[src/rtl/call_pc_unit.sv]
module call_pc_unit #(
  parameter int PC_W    = 13,
  parameter int IMM_W   = 11,
  parameter int LATCH_W = 5,
  parameter int PG_LSB  = 3,
  parameter int DEPTH   = 8
) (
  input  logic               clk,
  input  logic               rst_n,
  input  logic               adv,
  input  logic               call,
  input  logic               ret,
  input  logic [IMM_W-1:0]   imm,
  input  logic [LATCH_W-1:0] page_latch,
  output logic [PC_W-1:0]    pc,
  output logic               stall
);
  localparam int PG_W = PC_W - IMM_W;
  localparam int SP_W = $clog2(DEPTH);

  logic [PC_W-1:0] stk [DEPTH];
  logic [SP_W-1:0] sp;

  wire take_call = call & ~stall;
  wire take_ret  = ret & ~stall & ~call;
  wire take_adv  = adv & ~stall & ~call & ~ret;
  wire [SP_W-1:0] sp_top  = sp - 1'b1;
  wire [PC_W-1:0] pc_next = pc + 1'b1;
  wire [PC_W-1:0] target  = {page_latch[PG_LSB +: PG_W], imm};

  always_ff @(posedge clk or negedge rst_n) begin
    if (!rst_n) begin
      pc    <= '0;
      stall <= 1'b0;
      sp    <= '0;
    end else begin
      stall <= take_call | take_ret;
      if (take_call) begin
        pc <= target;
        sp <= sp + 1'b1;
      end else if (take_ret) begin
        pc <= stk[sp_top];
        sp <= sp_top;
      end else if (take_adv) begin
        pc <= pc_next;
      end
    end
  end

  always_ff @(posedge clk or negedge rst_n) begin
    if (!rst_n) begin
      for (int i = 0; i < DEPTH; i++) stk[i] <= '0;
    end else if (take_call) begin
      stk[sp] <= pc_next;
    end
  end


  stall_one_cycle_chk: assert property (@(posedge clk) disable iff (!rst_n)
    stall |=> !stall);

  stall_after_flow_chk: assert property (@(posedge clk) disable iff (!rst_n)
    ((call || ret) && !stall) |=> stall);

  pc_hold_in_stall_chk: assert property (@(posedge clk) disable iff (!rst_n)
    stall |=> $stable(pc));

  call_target_chk: assert property (@(posedge clk) disable iff (!rst_n)
    (call && !stall) |=> (pc == {$past(page_latch[PG_LSB +: PG_W]), $past(imm)}));

  advance_chk: assert property (@(posedge clk) disable iff (!rst_n)
    (adv && !call && !ret && !stall) |=> (pc == $past(pc) + 1'b1));

  idle_hold_chk: assert property (@(posedge clk) disable iff (!rst_n)
    (!adv && !call && !ret && !stall) |=> $stable(pc));
endmodule

[config.mk]
export PLATFORM = sky130hd
export DESIGN_NAME = call_pc_unit
export DESIGN_NICKNAME = d
export VERILOG_FILES = /design/src/rtl/call_pc_unit.sv
export SDC_FILE = /design/constraint.sdc
export NUM_CORES = 1
export LEC_CHECK = 0
export ABC_AREA = 1
export BUFFER_PORTS_ARGS = -buffer_cell sky130_fd_sc_hd__buf_2
export CORE_MARGIN = 4
export CORE_UTILIZATION = 50
export CTS_BUF_LIST = sky130_fd_sc_hd__clkbuf_8
export CTS_CLUSTER_DIAMETER = 60
export DETAILED_ROUTE_END_ITERATION = 8
export HOLD_SLACK_MARGIN = 0.15
export PLACE_DENSITY = 0.77
export SLEW_MARGIN = 10
export SYNTH_ARGS = -nofsm -noshare
export SYNTH_HDL_FRONTEND = slang
export SYNTH_SLANG_ARGS = --single-unit
[constraint.sdc]
create_clock -name clk -period 2.8 [get_ports clk]
set_input_delay 0.42 -clock clk [delete_from_list [all_inputs] [get_ports clk]]
set_output_delay 0.42 -clock clk [all_outputs]
set_load 0.03 [all_outputs]
# Word level (Yosys, flattened, before mapping)
# Index checks and enable logic that the tools add are counted.
[word_totals] reg_bits=121 out_inout_bits=14 input_bits=21 word_cells=43
[classes] reduce_logical=3 bitwise=12 n_mux=11 order_cmp=3 n_addsub=3
[op_table] operator="104-bit bitwise mux" n=1
[op_table] operator="13-bit two-way mux" n=6
[op_table] operator="13-bit binary-select mux with 3-bit select" n=1
[op_table] operator="13-bit demux with 3-bit select" n=1
[op_table] operator="13-bit by 1-bit adder with 13-bit output, second input constant" n=1
[op_table] operator="4-bit greater-or-equal comparator, second input constant" n=2
[op_table] operator="3-bit NOT with 4-bit output" n=2
[op_table] operator="1-bit AND" n=6
[op_table] operator="3-bit two-way mux" n=2
[op_table] operator="4-bit by 1-bit < comparator with 1-bit output, second input constant" n=1
[op_table] operator="3-bit by 1-bit adder with 3-bit output, second input constant" n=1
[op_table] operator="1-bit NOT" n=3
[op_table] operator="3-bit nonzero test" n=1
[op_table] operator="3-bit by 1-bit subtractor with 3-bit output, second input constant" n=1
[op_table] operator="2-bit nonzero test" n=1
[op_table] operator="1-bit logical AND" n=1
[op_table] operator="1-bit bitwise OR" n=1

# Longest topological paths before layout
# Gate-level depths: netlist of the first run.
[depth] depth_word=7 mapped_depth=12 depth_no_buf=12

# Least setup slack after synthesis of the first run
# OpenSTA, ideal clock, no wires.
[synth_path] kind="register to register" startpoint="reg sp[0]" endpoint="reg pc[9]" synth_period_minus_slack_ns=2.024 stages_incl_launch_ff=13 required_time_ns=2.683 setup_ns=0.117 path_slack_ns=0.776 n_path_buf=3 arrival_ns=1.907 cell_sequence="dfrtp_1 -> inv_1 -> clkbuf_1 -> ha_1 -> buf_2 -> clkinv_1 -> buf_2 -> nand2_1 -> nand3_1 -> nand3_1 -> nand3_1 -> nand2_1 -> nand2_1"
[synth_via] elab_chain_cells=7
[synth_lines] item="from (decl)" line="22" text="logic [SP_W-1:0] sp;"
[synth_lines] item="from (signal assigned)" line="40" text="sp <= sp + 1'b1;"
[synth_lines] item="from (signal assigned)" line="43" text="sp <= sp_top;"
[synth_lines] item="3-bit by 1-bit subtractor with 3-bit output" line="27" text="wire [SP_W-1:0] sp_top = sp - 1'b1;"
[synth_lines] item="via sp_top[0]" line="27"
[synth_lines] item="3-bit NOT with 4-bit output (implied by the code)" line="42" text="pc <= stk[sp_top];"
[synth_lines] item="13-bit binary-select mux with 3-bit select" line="42"
[synth_lines] item="13-bit two-way mux (implied by the code) (2 in a row)" line="42"
[synth_lines] item="13-bit two-way mux" line="41" text="end else if (take_ret) begin"
[synth_lines] item="13-bit two-way mux" line="38" text="if (take_call) begin"
[synth_lines] item="to (signal assigned)" line="39" text="pc <= target;"
[synth_lines] item="to (signal assigned)" line="42"
[synth_lines] item="to (signal assigned)" line="45" text="pc <= pc_next;"
[synth_lines] item="to (decl)" line="15" text="output logic [PC_W-1:0] pc,"
# The timed path passes the listed nets, and every way through them passes these cells. The select of a mux whose other input is x is not followed.
# A chain may end at the register's enable or synchronous reset.

# Final worst setup path of the first run
[layout_path] startpoint="reg sp[1]" endpoint="reg pc[6]"
[layout_via] elab_chain_cells=7
[layout_lines] item="3-bit by 1-bit subtractor with 3-bit output" line="27"
[layout_lines] item="3-bit NOT with 4-bit output (implied by the code)" line="42"
[layout_lines] item="13-bit binary-select mux with 3-bit select" line="42"
[layout_lines] item="13-bit two-way mux (implied by the code) (2 in a row)" line="42"
[layout_lines] item="13-bit two-way mux" line="41"
[layout_lines] item="13-bit two-way mux" line="38"
# Every way passes these cells. The select of a mux whose other input is x is not followed.

==> results of run 1 <==
[layout make-up]
type / count / area share
Clock buffer: 24 / 0.0482
Multi-Input combinational cell: 570 / 0.396
Sequential cell: 121 / 0.442
Timing Repair Buffer: 44 / 0.0395
Tap cell: 168 / 0.0307
Clock inverter: 5 / 0.00311
Inverter: 72 / 0.0402
[worst max-delay path: stages (launching register included)]
cell      delay, ps
dfrtp_1         430
inv_1            90
ha_1            520
clkinv_1        180
buf_4           250
nor2_1          110
o21ai_0          80
nand3_1         120
nand3_1         120
nand2_1         110
nand2_1          60
nand2_1          50
[synth_stat cells (all sizes together)]
master,number
ha,3
inv,71
nand4,3
nor2,85
xor2,3
dfrtp,121
o22ai,4
o211ai,8
o21bai,1
o21ai,140
o221ai,1
buf,35
a21oi,9
nand2,249
clkinv,1
xnor2,4
clkbuf,7
nand3,60
[per-layer routing]
metal / wire length [um] / share of wire / GRT usage / vias to the layer above
met3: 874 / 0.058 / 0.0434 / 29
met5: 0 / 0 / 0 / -
met4: 319 / 0.021 / 0.0823 / 0
li1: - / - / - / 2633
met1: 6670 / 0.45 / 0.303 / 2525
met2: 7100 / 0.47 / 0.341 / 168
[where the power goes]
part | leakage, uW | total [uW] | switching [uW] | internal, uW
logic | 0.00174 | 4190 | 2780 | 1410
registers | 0.00146 | 3140 | 526 | 2610
clock network | 0.000196 | 1390 | 642 | 750
[state kept, by name, summed over array words and instances (netlist names)]
name   flops
stall      1
stk      104
pc        13
sp         3
[logic make-up (layout without fill, tap and decap cells)]
family          Yosys count  after routing  share of synthesized area
flops                   121            121                      0.481
compound gates          163            163                      0.152
simple gates            397            397                      0.262
buf+inv                 114            145                     0.0873
fa+ha+maj                 3              3                    0.00597
xor+xnor                  7              7                     0.0109
[cell usage in the layout, fill, tap and decap left out]
master / Yosys / layout
nand2_1: 245 / 245
clkbuf_8: 0 / 24
dfrtp_1: 121 / 120
o21ai_2: 29 / 29
nand3_1: 60 / 60
buf_12: 0 / 1
xor2_1: 3 / 3
buf_4: 3 / 12
o22ai_1: 4 / 4
xnor2_1: 3 / 3
nor2_1: 72 / 72
nand4_1: 3 / 3
inv_2: 12 / 12
xnor2_2: 1 / 1
dlygate4sd3_1: 0 / 1
nor2_2: 7 / 7
nand2_2: 3 / 3
o221ai_1: 1 / 1
clkinv_1: 1 / 1
nand2_4: 1 / 1
dfrtp_2: 0 / 1
o21ai_0: 55 / 55
inv_1: 57 / 60
buf_2: 18 / 30
nor2_4: 6 / 6
ha_1: 3 / 3
o21bai_1: 1 / 1
o211ai_1: 8 / 8
clkinv_2: 0 / 2
a21oi_1: 9 / 9
o21ai_1: 56 / 56
inv_4: 2 / 2
[metrics by stage]
stage                     cells   util  setup WS [ps]  area, um^2
after floorplan             805      -            776        6290
after global placement      974  0.533            693        6490
after detailed placement    974  0.533            651        6490
after CTS                  1004  0.563            625        6850
after global routing       1004  0.563            398        6850
final                      1004  0.563            620        6850
[worst min path at each step]
| stage | end | slack, ps |
|---|---|---|
| floorplan | pc[0] | 120 |
| global placement | stk[73] | 460 |
| detailed placement | stk[3] | 460 |
| CTS | pc[9] | 300 |
| global route | stall | 340 |
| finish | pc[12] | 310 |
==> summary.md, run 1 <==
| Metric | Value |
|---|---|
| TritonCTS clock tree | `done` |
| Worst slew pin tran | `~720 ps` |
| Average size of a mapped cell | `7.81 um^2` |
| Top Ports | `35` |
| Total track usage | `0.219` |
| Setup TNS | `0 ps` |
| Cts repair resizes | `0` |
| Via-to-Cell Ratio | `5.33` |
| Fin crit share | `0.778` |
| Avg WL per Cell | `14.9 um` |
| # nets final | `850` |
| H-tree depth | `4` |
| Register area | `3030 um^2` |
| Reg2reg end | `pc[6]` |
| Worst clock skew | `11.2 ps` |
| Worst endpoint required time | `3180 ps` |
| 1st-iter DRT viols | `504` |
| RSZ-0062 raised after global routing | `no` |
| Post-CTS Setup Bufs | `0` |
| Status | `completed` |
| Final HPWL from detailed placement | `around 9400 um` |
| Hold Vio Cnt, Final | `0` |
| Port Buffer Count | `31` |
| Cell Rows | `40` |
| Final GP Congestion | `0.866` |
| Num CTS Buffers | `17` |
| Worst Setup EP | `pc[6]` |
| CP startpoint | `sp[1]` |
| Clk buf depth | `2` |
| Post-synthesis net count | `829` |
| Antenna violations before repair | `0` |
| Hold Buf Count CTS | `1` |
| Crit start category | `register` |
| Syn-to-layout area delta | `8.89%` |
| Slew HR | `0.522` |
| Hold Startpoint | `page_latch[4]` |
| Peak supply drop | `0.651 mV` |
| Kind of critical path | `register to register` |
| Synth unique cells | `30` |
| Layout cells sized above 1 | `0.157` |
| DRC | `0` |
| Tot Pwr | `8720 uW` |
| Arr. time, crit path | `2560 ps` |
| Max Transition Viols Final | `0` |
| Vias | `approximately 5400` |
| Pwr per Cell Area | `roughly 1300 nW/um^2` |
| Synth Cell Area | `6290 um^2` |
| Hold path depth | `5` |
| CTS Sinks | `121` |
| Die Height | `120 um` |
| Number of synthesized register bits | `between 100 and 150` |
| Clock root buffer | `clkbuf_8` |
| DIE AREA | `~14000 um^2` |
| Hold slack | `310 ps` |
| Synthesized instance count | `805` |
| CTS clk-pin slew, worst paths | `70 ps` |
| Worst r2r path cells | `11` |
| # fillers | `around 1200` |
| Min Tclk post-route | `2180 ps` |
| Vias in the first global route | `4946` |
| Final wirelength | `15000 um` |
| Syn. warnings | `0` |
| First-pass GRT wire length | `approximately 25000 um` |
| Largest net degree at the start of global routing | `around 70` |
| Core region area | `roughly 12000 um^2` |
| Hold WC Path Type | `primary input to register` |
| Antenna diodes | `0` |
| CP Capture Type | `register` |
| Setup slack, reg-to-reg | `slightly above 600 ps` |
| Synth top area cells | `dfrtp_1 (48%), nand2_1 (15%), nand3_1 (4.8%)` |
| Total gr overflow | `0` |
| Final setup vio count | `0` |
| Area leader, netlist | `dfrtp_1` |
| Static Leak | `0.00339 uW` |
| Max cap viols | `0` |
| Register area share after synthesis | `0.481` |
| Chip width | `between 100 and 150 um` |
| FMAX | `459 MHz` |
| Synth top area share | `0.481` |
| Area of the multi-input gates | `2710 um^2` |
| CP Max Fanout | `17` |
| Clock Latency Late Sink | `440 ps` |
| Drt first pass iters | `5` |
| FF-to-FF Start | `sp[1]` |
| ANT nets after route | `0` |
| Initial Util | `0.517` |
(Power assumes the default switching activity.)
==> inputs of run 2 (changes only) <==
--- a/config.mk
+++ b/config.mk
@@ -5,7 +5,7 @@
 export SDC_FILE = /design/constraint.sdc
 export NUM_CORES = 1
 export LEC_CHECK = 0
-export ABC_AREA = 1
+export ABC_AREA = 0
 export BUFFER_PORTS_ARGS = -buffer_cell sky130_fd_sc_hd__buf_2
 export CORE_MARGIN = 4
 export CORE_UTILIZATION = 50
@@ -13,7 +13,7 @@
 export CTS_CLUSTER_DIAMETER = 60
 export DETAILED_ROUTE_END_ITERATION = 8
 export HOLD_SLACK_MARGIN = 0.15
-export PLACE_DENSITY = 0.77
+export PLACE_DENSITY = 0.8
 export SLEW_MARGIN = 10
 export SYNTH_ARGS = -nofsm -noshare
 export SYNTH_HDL_FRONTEND = slang
==> constraint.sdc (replaced) <==
create_clock -name clk -period 2 [get_ports clk]
set_input_delay 0.3 -clock clk [delete_from_list [all_inputs] [get_ports clk]]
set_output_delay 0.3 -clock clk [all_outputs]
set_load 0.03 [all_outputs]
==> run 2 against run 1 <==
  * Wire length fell by 1.3%
  * Register-to-register slack got worse by 570 ps
  * Worst setup slack worse by 570 ps
  * Core utilization up 5.4 points
  * Highest routed layer unchanged
  * Fmax rose by 12%
  * Combinational power is 46% higher
  * Cell count shrank 23%
==> summary.md, run 2 <==
| Metric | Value |
|---|---|
| Biggest regs | `stk: 104 flops, pc: 13 flops, sp: 3 flops` |
| Hold slack | `191 ps (-119 ps)` |
| Min Tclk post-route | `1950 ps (-228 ps)` |
| Largest net degree at the start of global routing | `45 (-34%)` |
| Synth top area cells | `dfrtp_1 (52%), mux4_2 (9.2%), a21oi_1 (5.1%)` |
| ANT nets after route | `0 (unchanged)` |
| TritonCTS clock tree | `done` |
| Net Sw Frac | `0.373 (-0.0802)` |
| Antenna diodes | `0 (unchanged)` |
| Max Transition Viols Final | `0 (unchanged)` |
| Most frequent cells after synthesis | `dfrtp_1 (121), nand2_1 (63), a21oi_1 (60)` |
| Hold Vio Cnt, Final | `0 (unchanged)` |
| Placed cell areas | `6460 um^2 (-0.44%)` |
| Post-route cell area | `7070 um^2 (+3.3%)` |
| FMAX | `512 MHz (+12%)` |
| Final GP Congestion | `0.886 (+2.4%)` |
| Final HPWL from detailed placement | `10100 um (+7.2%)` |
| Initial Util | `0.512 (-0.00512)` |
| Final setup vio count | `0 (unchanged)` |
| Met1 usage | `0.299 (-0.00443)` |
| Commonest non-fill, non-tap cell in the layout | `dfrtp_1` |
| Non-Filler Instances | `772 (-23%)` |
| DIE AREA | `13500 um^2 (-6.2%)` |
| Die Height | `116 um (-3.2%)` |
| Predominant post-synthesis flop cell | `dfrtp_1` |
| Clk buf depth | `2 (unchanged)` |
| Number of synthesized register bits | `121 (unchanged)` |
| Top reg by flops | `stk` |
| Port Buffer Count | `31 (unchanged)` |
| # nets final | `640 (-25%)` |
| EDFF count, synth | `0 (unchanged)` |
| Worst clock skew | `13.4 ps (+2.20 ps)` |
| Sw power | `4920 uW (+25%)` |
| Total track usage | `0.234 (+0.0147)` |
| GR Layer Usage met3 | `0.0518 (+0.00846)` |
| GR Util met2 | `0.381 (+0.0392)` |
| Largest register FFs | `104 (unchanged)` |
| Number of instances in the placed design | `730 (-25%)` |
| Static Leak | `0.00310 uW (-8.8%)` |
| Synth unique cells | `55 (+83%)` |
| Pint | `8290 uW (+74%)` |
| Total gr overflow | `0 (unchanged)` |
| Via-to-Cell Ratio | `5.90 (+11%)` |
| Chip width | `116 um (-3.2%)` |
| Worst path cell trace | `inv_8, ha_4, buf_12, buf_12, mux4_2, a22oi_1, a21oi_1` |
| H-tree depth | `4 (unchanged)` |
| Layout cells sized above 1 | `0.280 (+0.123)` |
| CTS Sinks | `121 (unchanged)` |
| CP Capture Type | `register` |
| Num CTS Buffers | `17 (unchanged)` |
| Post-synthesis net count | `565 (-32%)` |
| Core region area | `11500 um^2 (-5.7%)` |
| Top Ports | `35 (unchanged)` |
| First-pass GRT wire length | `23800 um (-4.9%)` |
| 1st-iter DRT viols | `528 (+4.8%)` |
| Cell Rows | `39 (-2.5%)` |
| Peak supply drop | `0.997 mV (+53%)` |
| CTS clk-pin slew, worst paths | `70 ps (about the same)` |
| Area leader, netlist | `dfrtp_1` |
| Register area share after synthesis | `0.516 (+0.0343)` |
| CP dominant cell by count | `buf_12` |
| Vias in the first global route | `4703 (-4.9%)` |
| Flop pwr share | `0.335 (-0.025)` |
| Most common cell in the synthesized netlist | `dfrtp_1` |
| Vias | `4554 (-15%)` |
| CP Max Fanout | `10 (-7)` |
| Antenna violations before repair | `0 (unchanged)` |
| Final worst slack | `48.4 ps (-572 ps)` |
| Fin crit share | `0.976 (+0.197)` |
| Drt first pass iters | `5 (unchanged)` |
| Clock network fraction of total power | `0.200 (+0.040)` |
| DRC | `0 (unchanged)` |
| Async set-reset flop share out of synthesis | `1.00 (unchanged)` |
| Commonest cells after routing, fill and taps aside | `dfrtp_1 (120), nand2_1 (63), a21oi_1 (60)` |
| Clock Latency Late Sink | `440 ps (about the same)` |
| Critical path's slowest cell | `dfrtp_2` |
| Avg WL per Cell | `19.1 um (+28%)` |
| Combinational fraction of design power | `0.464 (-0.016)` |
| Synth Cell Area | `5870 um^2 (-6.6%)` |
| Worst endpoint required time | `2310 ps (-870 ps)` |
| Syn. warnings | `0 (unchanged)` |
| Worst slew pin tran | `740 ps (+23.5 ps)` |
| Hold WC Path Type | `primary input to register` |
| Crit-path max cell delay | `430 ps (-90 ps)` |
| Arr. time, crit path | `2260 ps (-300 ps)` |
| Clock root buffer | `clkbuf_8` |
| Synth top area share | `0.516 (+0.0343)` |
| Synthesized instance count | `541 (-33%)` |
| Syn-to-layout area delta | `20.5%` |
| Kind of critical path | `register to register` |
| Pwr per Cell Area | `1870 nW/um^2 (+47%)` |
| Setup slack at placement | `6.64 ps (-644 ps)` |
| Crit start category | `register` |
| Slew HR | `0.505 (-0.0175)` |
| Max cap viols | `0 (unchanged)` |
| Average size of a mapped cell | `10.9 um^2 (+39%)` |
| Tot Pwr | `13200 uW (+52%)` |
| RSZ-0062 raised after global routing | `yes` |
| GRT Max-Usage Layer | `met2` |
| Status | `completed` |
| Final wirelength | `14800 um (-1.3%)` |
==> run 2: area by class of cell <==
type	instances	area, um^2
multi-input combinational	366	2600
clock buffer	22	303
sequential	121	3030
inverter	13	56.3
clock inverter	10	186
tap	143	179
fill	813	4390
timing repair buffer	97	722
==> run 2: kinds of logic (layout without fill, tap and decap cells) <==
| logic type | after synthesis | in the layout | share of synthesized area |
|---|---|---|---|
| XOR/XNOR | 16 | 16 | 0.0315 |
| flip-flops | 121 | 121 | 0.516 |
| AND/OR/NAND/NOR | 164 | 164 | 0.138 |
| AO/OA/AOI/OAI | 137 | 137 | 0.130 |
| adder cells (fa/ha/maj) | 3 | 3 | 0.00639 |
| buffers and inverters | 54 | 142 | 0.0471 |
| multiplexers | 46 | 46 | 0.131 |
==> run 2: repair_timing <==
action                     4_1_cts  5_1_grt
hold buffers                     6        0
gates resized for setup          1        5
cloned                           0        0
hold endpoints to repair        37        0
setup endpoints to repair        2       12
setup buffers                    0        4
==> run 2: path summary, 6_finish.rpt <==
| check | start | to | slack [ps] | cells past startpoint |
|---|---|---|---|---|
| max | sp[0] | pc[6] | 50 | 7 |
| min | imm[2] | pc[2] | 190 | 3 |
| max reg2reg | sp[0] | pc[6] | 50 | 7 |
| min reg2reg | stk[99] | stk[99] | 480 | 2 |
| max in group asynchronous | rst_n | stk[60] | 970 | 3 |
| min in group asynchronous | rst_n | stk[38] | 340 | 2 |
==> run 2: metrics by stage <==
stage                      util  TNS [ps]
final                     0.617         0
after global routing      0.617     -67.6
after CTS                 0.611         0
after detailed placement  0.563         0
after global placement    0.563         0
after floorplan               -         0
==> run 2: worst max-delay path, delay by kind of cell, from the launching register on <==
kind,cells,cell delay [ps]
AO/OA/AOI/OAI,2,470
flip-flops,1,430
buffers and inverters,3,310
multiplexers,1,290
adder cells (fa/ha/maj),1,320
==> run 2: power by group through the flow <==
stage,logic [uW],clock network (uW),registers (uW)
after CTS,5860,2660,4390
final,6130,2650,4430
after global placement,5580,0,4320
after global routing,6690,2760,4540
after detailed placement,5780,0,4420
after floorplan,4000,0,4400
==> run 2: layer usage <==
layer / vias up / part of all wire
li1: 2070 / -
met1: 2243 / 0.41
met2: 211 / 0.49
met3: 30 / 0.075
met4: 0 / 0.024
met5: - / 0
